File: src/rtl/sysclk_pkg.sv
// Package: sysclk_pkg
// Purpose : shared source codes and index constants for the system clock
//           switch controller.
// Assumes : exactly three selectable sources; codes are visible to software.
package sysclk_pkg;

    localparam int NUM_SRC = 3;
    localparam int SEL_W   = $clog2(NUM_SRC);

    // Source codes; the numeric value doubles as the bit index in vectors.
    typedef enum logic [SEL_W-1:0] {
        SRC_IRC  = 2'b00,
        SRC_XOSC = 2'b01,
        SRC_PLL  = 2'b10
    } src_e;

    localparam int IDX_IRC  = 0;
    localparam int IDX_XOSC = 1;
    localparam int IDX_PLL  = 2;

    // Value of the enable vector while in reset: only the internal RC runs.
    localparam logic [NUM_SRC-1:0] EN_RST = 3'b001;

    // A code is usable only if it names one of the sources.
    function automatic logic code_ok(input logic [SEL_W-1:0] code);
        return (int'(code) < NUM_SRC);
    endfunction

endpackage

File: src/rtl/sysclk_stable_sync.sv
// Module : sysclk_stable_sync
// Purpose: brings the asynchronous stable indications into the controller
//          clock domain, one flop chain per source.
// Assumes: each stable input is a level that stays put for far longer than
//          STAGES clock periods; reset clears all chains (not stable).
module sysclk_stable_sync #(
    parameter int WIDTH  = 3,
    parameter int STAGES = 2
) (
    input  logic             clk,
    input  logic             rst_n,
    input  logic [WIDTH-1:0] async_in,
    output logic [WIDTH-1:0] sync_out
);

    generate
        for (genvar b = 0; b < WIDTH; b++) begin : g_bit
            logic [STAGES-1:0] chain_q;

            // Shift the raw level through STAGES flops.
            always_ff @(posedge clk) begin
                if (!rst_n) begin
                    chain_q <= '0;
                end else if (STAGES == 1) begin
                    chain_q <= async_in[b];
                end else begin
                    chain_q <= {chain_q[STAGES-2:0], async_in[b]};
                end
            end

            assign sync_out[b] = chain_q[STAGES-1];
        end
    endgenerate

endmodule

File: src/rtl/sysclk_enable_guard.sv
// Module : sysclk_enable_guard
// Purpose: produces the registered oscillator enables as software request
//          OR a protection term that keeps alive whatever the active clock
//          depends on.
// Assumes: active source comes from the select register; the PLL reference
//          select is a quasi-static level.
module sysclk_enable_guard
    import sysclk_pkg::*;
(
    input  logic               clk,
    input  logic               rst_n,
    input  src_e               active,
    input  logic               pll_ref_xosc,
    input  logic [NUM_SRC-1:0] sw_en,
    output logic [NUM_SRC-1:0] en_q
);

    logic [NUM_SRC-1:0] keep_on;
    logic               pll_live;

    // Work out which oscillators the current system clock relies on.
    always_comb begin
        pll_live          = (active == SRC_PLL);
        keep_on           = '0;
        keep_on[IDX_IRC]  = (active == SRC_IRC)  || (pll_live && !pll_ref_xosc);
        keep_on[IDX_XOSC] = (active == SRC_XOSC) || (pll_live &&  pll_ref_xosc);
        keep_on[IDX_PLL]  = pll_live;
    end

    // Register the effective enables.
    always_ff @(posedge clk) begin
        if (!rst_n) begin
            en_q <= EN_RST;
        end else begin
            en_q <= sw_en | keep_on;
        end
    end

endmodule

File: src/rtl/sysclk_select_fsm.sv
// Module : sysclk_select_fsm
// Purpose: holds the active source and one pending target; commits the
//          target once it is ready and pulses done for that cycle.
// Assumes: ready[i] already combines enable and synchronized stable; a
//          request strobe takes priority over a commit in the same cycle.
module sysclk_select_fsm
    import sysclk_pkg::*;
(
    input  logic               clk,
    input  logic               rst_n,
    input  logic               req_valid,
    input  logic [SEL_W-1:0]   req_sel,
    input  logic [NUM_SRC-1:0] ready,
    output src_e               active,
    output logic               pending,
    output logic               done
);

    src_e target_q;
    logic req_take;
    logic commit;

    // Classify this cycle: accept a request, or commit the pending one.
    always_comb begin
        req_take = req_valid && code_ok(req_sel);
        commit   = !req_take && pending && ready[target_q];
    end

    // Update the select register, pending target and done pulse.
    always_ff @(posedge clk) begin
        if (!rst_n) begin
            active   <= SRC_IRC;
            target_q <= SRC_IRC;
            pending  <= 1'b0;
            done     <= 1'b0;
        end else begin
            done <= 1'b0;
            if (req_take) begin
                target_q <= src_e'(req_sel);
                pending  <= (src_e'(req_sel) != active);
            end else if (commit) begin
                active  <= target_q;
                pending <= 1'b0;
                done    <= 1'b1;
            end
        end
    end

endmodule

File: src/rtl/sysclk_switch_ctrl.sv
// Module : sysclk_switch_ctrl
// Purpose: top of the system clock source switch controller; ties the
//          stable synchronizers, the select state machine and the enable
//          guard together.
// Assumes: a single controller clock that keeps running across switches;
//          synchronous active-low reset.
module sysclk_switch_ctrl
    import sysclk_pkg::*;
#(
    parameter int SYNC_STAGES = 2
) (
    input  logic             clk,
    input  logic             rst_n,
    input  logic             sw_sel_valid,
    input  logic [SEL_W-1:0] sw_sel,
    input  logic             sw_irc_en,
    input  logic             sw_xosc_en,
    input  logic             sw_pll_en,
    input  logic             pll_ref_xosc,
    input  logic             irc_stable,
    input  logic             xosc_stable,
    input  logic             pll_stable,
    output logic             irc_en,
    output logic             xosc_en,
    output logic             pll_en,
    output logic [SEL_W-1:0] active_src,
    output logic             switch_pending,
    output logic             switch_done
);

    logic [NUM_SRC-1:0] stable_raw;
    logic [NUM_SRC-1:0] stable_sync;
    logic [NUM_SRC-1:0] sw_en;
    logic [NUM_SRC-1:0] en_q;
    logic [NUM_SRC-1:0] ready;
    src_e               active;

    // Gather per-source inputs into index-ordered vectors.
    always_comb begin
        stable_raw           = '0;
        stable_raw[IDX_IRC]  = irc_stable;
        stable_raw[IDX_XOSC] = xosc_stable;
        stable_raw[IDX_PLL]  = pll_stable;
        sw_en                = '0;
        sw_en[IDX_IRC]       = sw_irc_en;
        sw_en[IDX_XOSC]      = sw_xosc_en;
        sw_en[IDX_PLL]       = sw_pll_en;
    end

    sysclk_stable_sync #(
        .WIDTH  (NUM_SRC),
        .STAGES (SYNC_STAGES)
    ) u_sync (
        .clk      (clk),
        .rst_n    (rst_n),
        .async_in (stable_raw),
        .sync_out (stable_sync)
    );

    // A source may be selected only when it runs and reports stable.
    assign ready = en_q & stable_sync;

    sysclk_select_fsm u_fsm (
        .clk       (clk),
        .rst_n     (rst_n),
        .req_valid (sw_sel_valid),
        .req_sel   (sw_sel),
        .ready     (ready),
        .active    (active),
        .pending   (switch_pending),
        .done      (switch_done)
    );

    sysclk_enable_guard u_guard (
        .clk          (clk),
        .rst_n        (rst_n),
        .active       (active),
        .pll_ref_xosc (pll_ref_xosc),
        .sw_en        (sw_en),
        .en_q         (en_q)
    );

    assign active_src = active;
    assign irc_en     = en_q[IDX_IRC];
    assign xosc_en    = en_q[IDX_XOSC];
    assign pll_en     = en_q[IDX_PLL];

endmodule

File: config.mk
export PLATFORM = sky130hd
export DESIGN_NAME = sysclk_switch_ctrl
export DESIGN_NICKNAME = d
export VERILOG_FILES = /design/src/rtl/sysclk_pkg.sv /design/src/rtl/sysclk_stable_sync.sv /design/src/rtl/sysclk_enable_guard.sv /design/src/rtl/sysclk_select_fsm.sv /design/src/rtl/sysclk_switch_ctrl.sv
export SDC_FILE = /design/constraint.sdc
export NUM_CORES = 1
export LEC_CHECK = 0
export BUFFER_PORTS_ARGS = -buffer_cell sky130_fd_sc_hd__buf_2
export CAP_MARGIN = 20
export CORE_MARGIN = 2
export CORE_UTILIZATION = 40
export CTS_CLUSTER_DIAMETER = 200
export DETAILED_ROUTE_END_ITERATION = 10
export HOLD_SLACK_MARGIN = 0.08
export MAX_ROUTING_LAYER = met4
export PLACE_DENSITY_LB_ADDON = 0.3
export SETUP_SLACK_MARGIN = 0.05
export SLEW_MARGIN = 20
export SYNTH_ARGS = -nofsm -noshare
export SYNTH_HDL_FRONTEND = slang
export SYNTH_SLANG_ARGS = --single-unit
File: constraint.sdc
create_clock -name clk -period 1.6 [get_ports clk]
set_input_delay 0.32 -clock clk [delete_from_list [all_inputs] [get_ports clk]]
set_output_delay 0.32 -clock clk [all_outputs]
set_load 0.02 [all_outputs]
Word-level counts from Yosys, hierarchy flattened
Index checks and enable logic that the tools add are counted.
{"block": "word_totals", "ff_bits": 15, "latchBits": 0, "mem_bits_rw": 0, "romBits": 0, "inputBits": 12, "out_inout_bits": 7, "word_cells": 35, "mem_count": 0}
{"block": "classes", "addsub": 0, "multipliers": 0, "div": 0, "magnitude_cmp": 2, "eq_ne": 3, "shifts": 0, "muxes": 5, "n_bitwise": 4, "n_reduce_logical": 13}
{"op": "$logic_and 1x1->1", "count": 5}
{"op": "$mux 1", "count": 4}
{"op": "$and 3x3->3", "count": 1}
{"op": "$lt 2x3->1 const B", "count": 1}
{"op": "$or 3x3->3", "count": 1}
{"op": "$bmux 1 s2", "count": 1}
{"op": "$eq 2x1->1 const B", "count": 1}
{"op": "$eq 2x2->1 const B", "count": 1}
{"op": "$logic_not 1->1", "count": 2}
{"op": "$logic_not 2->1", "count": 1}
{"op": "$logic_or 1x1->1", "count": 2}
{"op": "$lt 2x2->1 const B", "count": 1}
{"op": "$ne 2x2->1", "count": 1}
{"op": "$not 1->1", "count": 2}
{"op": "$reduce_and 2->1", "count": 1}
{"op": "$reduce_bool 2->1", "count": 1}
{"op": "$reduce_or 2->1", "count": 1}

Longest topological paths before layout
{"block": "logic_depth", "ltp_word": 7, "ltp_mapped": 4, "depth_no_buf": 4}

Modules after synthesis
Synthesis repeated with hierarchy kept, for this count alone.
{"block": "hier_totals", "hier_cells": 61, "area_unflattened_um2": 625.6}
{"module": "sysclk_select_fsm", "instances": 1, "cells_each": 33, "area_each_um2": 310.3}
{"module": "sysclk_stable_sync", "instances": 1, "cells_each": 15, "area_each_um2": 180.2}
{"module": "sysclk_enable_guard", "instances": 1, "cells_each": 10, "area_each_um2": 116.4}
{"module": "sysclk_switch_ctrl", "instances": 1, "cells_each": 3, "area_each_um2": 18.8}

Worst setup path before layout
No wires, ideal clock.
{"block": "synth_path", "kind": "register to register", "from": "register u_fsm.active[1]", "to": "register u_guard.en_q[0]", "setup_time_ns": 0.132, "arrival_time_ns": 1.059, "path_slack_ns": 0.409, "stages_incl_launch_ff": 3, "n_path_buf": 0, "period_less_slack_ns": 1.191, "path_cell_list": "dfxtp_1 > a21oi_1 > or3b_2"}
{"block": "synth_between", "elab_chain_cells": 4, "word_cells_on_any_way": 5}
{"item": "start: declaration", "line": "sysclk_select_fsm.sv:14", "rtl": "output src_e active,"}
{"item": "start signal: assignment", "line": "sysclk_select_fsm.sv:42", "rtl": "active <= target_q;"}
{"item": "$eq 2x2->1", "line": "sysclk_enable_guard.sv:23", "rtl": "pll_live = (active == SRC_PLL);"}
{"item": "$logic_and 1x1->1", "line": "sysclk_enable_guard.sv:25", "rtl": "keep_on[IDX_IRC] = (active == SRC_IRC) || (pll_live && !pll_ref_xosc);"}
{"item": "$logic_or 1x1->1 (*)", "line": "sysclk_enable_guard.sv:25"}
{"item": "$or 3x3->3 (*)", "line": "sysclk_enable_guard.sv:35", "rtl": "en_q <= sw_en | keep_on;"}
{"item": "end signal: assignment", "line": "sysclk_enable_guard.sv:35"}
{"item": "end: declaration", "line": "sysclk_enable_guard.sv:15", "rtl": "output logic [NUM_SRC-1:0] en_q"}
Every way passes the cells marked *; elsewhere a longest branch is shown, timed or not.
A chain may end at the register's enable or synchronous reset.

Worst setup path after layout
{"block": "layout_path", "from": "register u_fsm.active[1]", "to": "output active_src[1]"}
{"item": "end: declaration", "line": "sysclk_switch_ctrl.sv:26", "rtl": "output logic [SEL_W-1:0] active_src,"}
No word-level cell between the ends.

==> impl_results.md <==
- Outcome: finished clean
- Worst reg2reg endpoint: u_fsm.pending
- Yosys top cell by area: dfxtp_1
- Largest family of logic cells by synthesized area: compound AO/OA/AOI/OAI gates
- CP peak stage delay: 460 ps
- Final number of max-transition violations: 0
- Core Region: approximately 1300 um2
- Tot GR Track Use: 15.5%
- Worst-path clk slew: ~90 ps
- WHS: around 220 ps
- Core Util, Final: 53.9%
- Synth top area cells: dfxtp_1 (52%), a21oi_1 (6.9%), and2_1 (6.5%)
- CTS tree: yes
- Grt ovf: 0
- Cts bufs inserted: 3
- Clock Tree Root: clkbuf_4
- Area share of and/or/nand/nor cells after synthesis: between 15 and 20%
- Bufs on Longest Clock Path: 2
- Final ANT Viol Nets: 0
- Final min period: between 1000 and 1500 ps
- Syn Inst Count: 58
- Post-synthesis adder-cell area fraction: 0%
- Die Y: 42.0 um
- Clock latency at the later pin of the worst-skew pair: ~290 ps
- Most used DFF post-synth: dfxtp_1
- Top cells by count, synth: dfxtp_1 (15), a21oi_1 (8), and2_1 (6)
- FF+latch area: 300 um2
- Final hold vios: 0
- Share of layout cells above drive strength 1: 35.4%
- Syn Nets: 70
- Multi-input logic area: 263 um2
- Synth Cell Area: between 500 and 600 um2
- M1 WL: 530 um
- Pwr/cell area: 963 nW/um2
- XOR/XNOR share of the synthesized area: 0%
- Synth Register Bits: 15
- Routed len/inst: about 12 um
- Cell count of the worst reg-to-reg path: 4
- Yosys warns: 0
- Syn avg cell area: 9.97 um2
- # placed instances: 90
- Most frequent cell after synthesis: dfxtp_1
- RSZ-0062 raised after global routing: no
- Worst Hold Class: in2reg
- Dpl hpwl: between 800 and 900 um
- Antenna Cells: 0
- Placed instance area: between 600 and 700 um2
- Critical path type: reg2out
- DR iter-0 viols: 2
- Static Leak: 0.312 nW
- Row count: 13
- Fmax: just under 800 MHz
- Worst slew pin tran: 243 ps
- Area growth, synth to finish: 22.9%
- CP top delay family: flip-flops
- DRC: 0
- WP data required: between 1000 and 1500 ps
- Crit path buf inv count: 1
- Final setup fails: 0
- Via count: ~480
- Io pins: 19
- WL final: between 1 and 1.5 mm
- Global-route wire length before repair: roughly 1.9 mm
- Final Cycle Share: 80.4%
- Clock skew: approximately 1.6 ps
- CP endpoint kind: output pin
- Share of the synthesized area in the top cell type: 51.9%
- Metal2 WL: 479 um
- Sink Count: 15
- Initial Util: 43.9%
- Worst reg2reg setup slack: 450 ps
- Port buffer count: 18
- Yosys cell types: 22
- Pre-antenna DRT Iters: 2
- Maximum VDD drop: roughly 0.0006 V
- Die X: 42.0 um
- Arrival time worst endpoint: around 970 ps
- Filler cells: 128
- # Max-Cap Violations: 0
- Hold path depth: 2
- Crit start category: flip-flop
- Post-synthesis mux area share: 1.95%
- R2r startpoint: u_fsm.target_q[0]
- Crit-path slowest cell: dfxtp_1
- Vias per cell: 5.14
- CTS Hold Buffers Added: 0
- Hold Path End: u_guard.en_q[0]
- GP Congestion: 0.738
- Hold wc startpoint: sw_irc_en
- Design Area, Final: 711 um2
- Die ar.: 1770 um2
- Crit-path max FO: 8
- Max H-tree Level: 1
- Complex-gate fraction of the synthesized area: 23.8%
- Setup tns final: 0 ps
- Post-synth EDFFs: 0
- Postcts setup bufs: 0
- Final Non-Filler Cells: 94
- Highest routed layer: met4
- Ys async rst share: 0%
- Initial antenna violation count: 0
- Post-synthesis sequential area ratio: 51.9%
- Met3 Routed Length: 53 um
- Largest net degree at the start of global routing: 16
- Cts repair resizes: 0
- Crit-path cells: buf_2
- Nets: 92
- Vias in the first global route: 442
- Slew HR: 83.8%
-- routing by layer --
layer,global-route usage [%],vias to the layer above
met5,-,-
met4,13.1,0
met3,3.45,4
met2,21.3,11
met1,19.0,222
li1,-,246
-- registers in the layout, summed over array words and instances, names as in the netlist --
register              cells
u_sync.g_bit.chain_q      6
u_guard.en_q              3
u_fsm.active              2
u_fsm.target_q            2
u_fsm.done                1
u_fsm.pending             1
-- worst max path at each step --
stage	startpoint	to	slack (ps)	cells past startpoint
after floorplan	u_fsm.active[1]	u_guard.en_q[0]	410	2
after global placement	sw_sel[1]	u_fsm.active[0]	360	5
after detailed placement	sw_sel[0]	u_fsm.active[0]	320	5
after CTS	u_fsm.active[1]	active_src[1]	310	1
after global routing	u_fsm.active[1]	active_src[1]	240	1
final	u_fsm.active[1]	active_src[1]	310	1
-- per-stage QoR --
stage	power, mW	worst slack [ps]
2_1_floorplan	0.445	409
3_3_place_gp	0.472	355
3_5_place_dp	0.474	320
4_1_cts	0.694	306
5_1_grt	0.715	241
6_report	0.685	313
-- layout by cell type, fill, tap and decap left out --
cell type   n
buf_2      18
dfxtp_1    15
and2_1      6
nand3_1     1
o221a_2     2
clkinv_2    1
clkbuf_4    3
inv_1       3
o21ai_0     1
a21boi_2    1
or3b_2      1
nand4b_1    1
mux2_2      1
a21boi_1    1
and4b_1     1
a21oi_1     8
o22ai_1     1
nor2b_1     1
nand2_1     5
o21a_1      2
a31oi_4     1
nor2_1      3
o22a_1      1
nand3b_1    1
-- power by group --
part	internal, mW	total, mW	switching, mW
registers	0.389	0.398	0.00964
clock network	0.0929	0.220	0.127
logic	0.0330	0.0659	0.0329
-- logic make-up after synthesis --
| group | after synthesis |
|---|---|
| simple gates | 20 |
| mux | 1 |
| buf+inv | 4 |
| compound gates | 18 |
| flops | 15 |
-- final cells by class --
cell class / count / share of cell area, %
Sequential cell: 15 / 42.3
Multi-Input combinational cell: 39 / 37.0
Timing Repair Buffer: 18 / 12.7
Clock buffer: 3 / 3.17
Tap cell: 15 / 2.64
Inverter: 3 / 1.58
Clock inverter: 1 / 0.704
No activity file was read; power rests on OpenSTA's default activity.
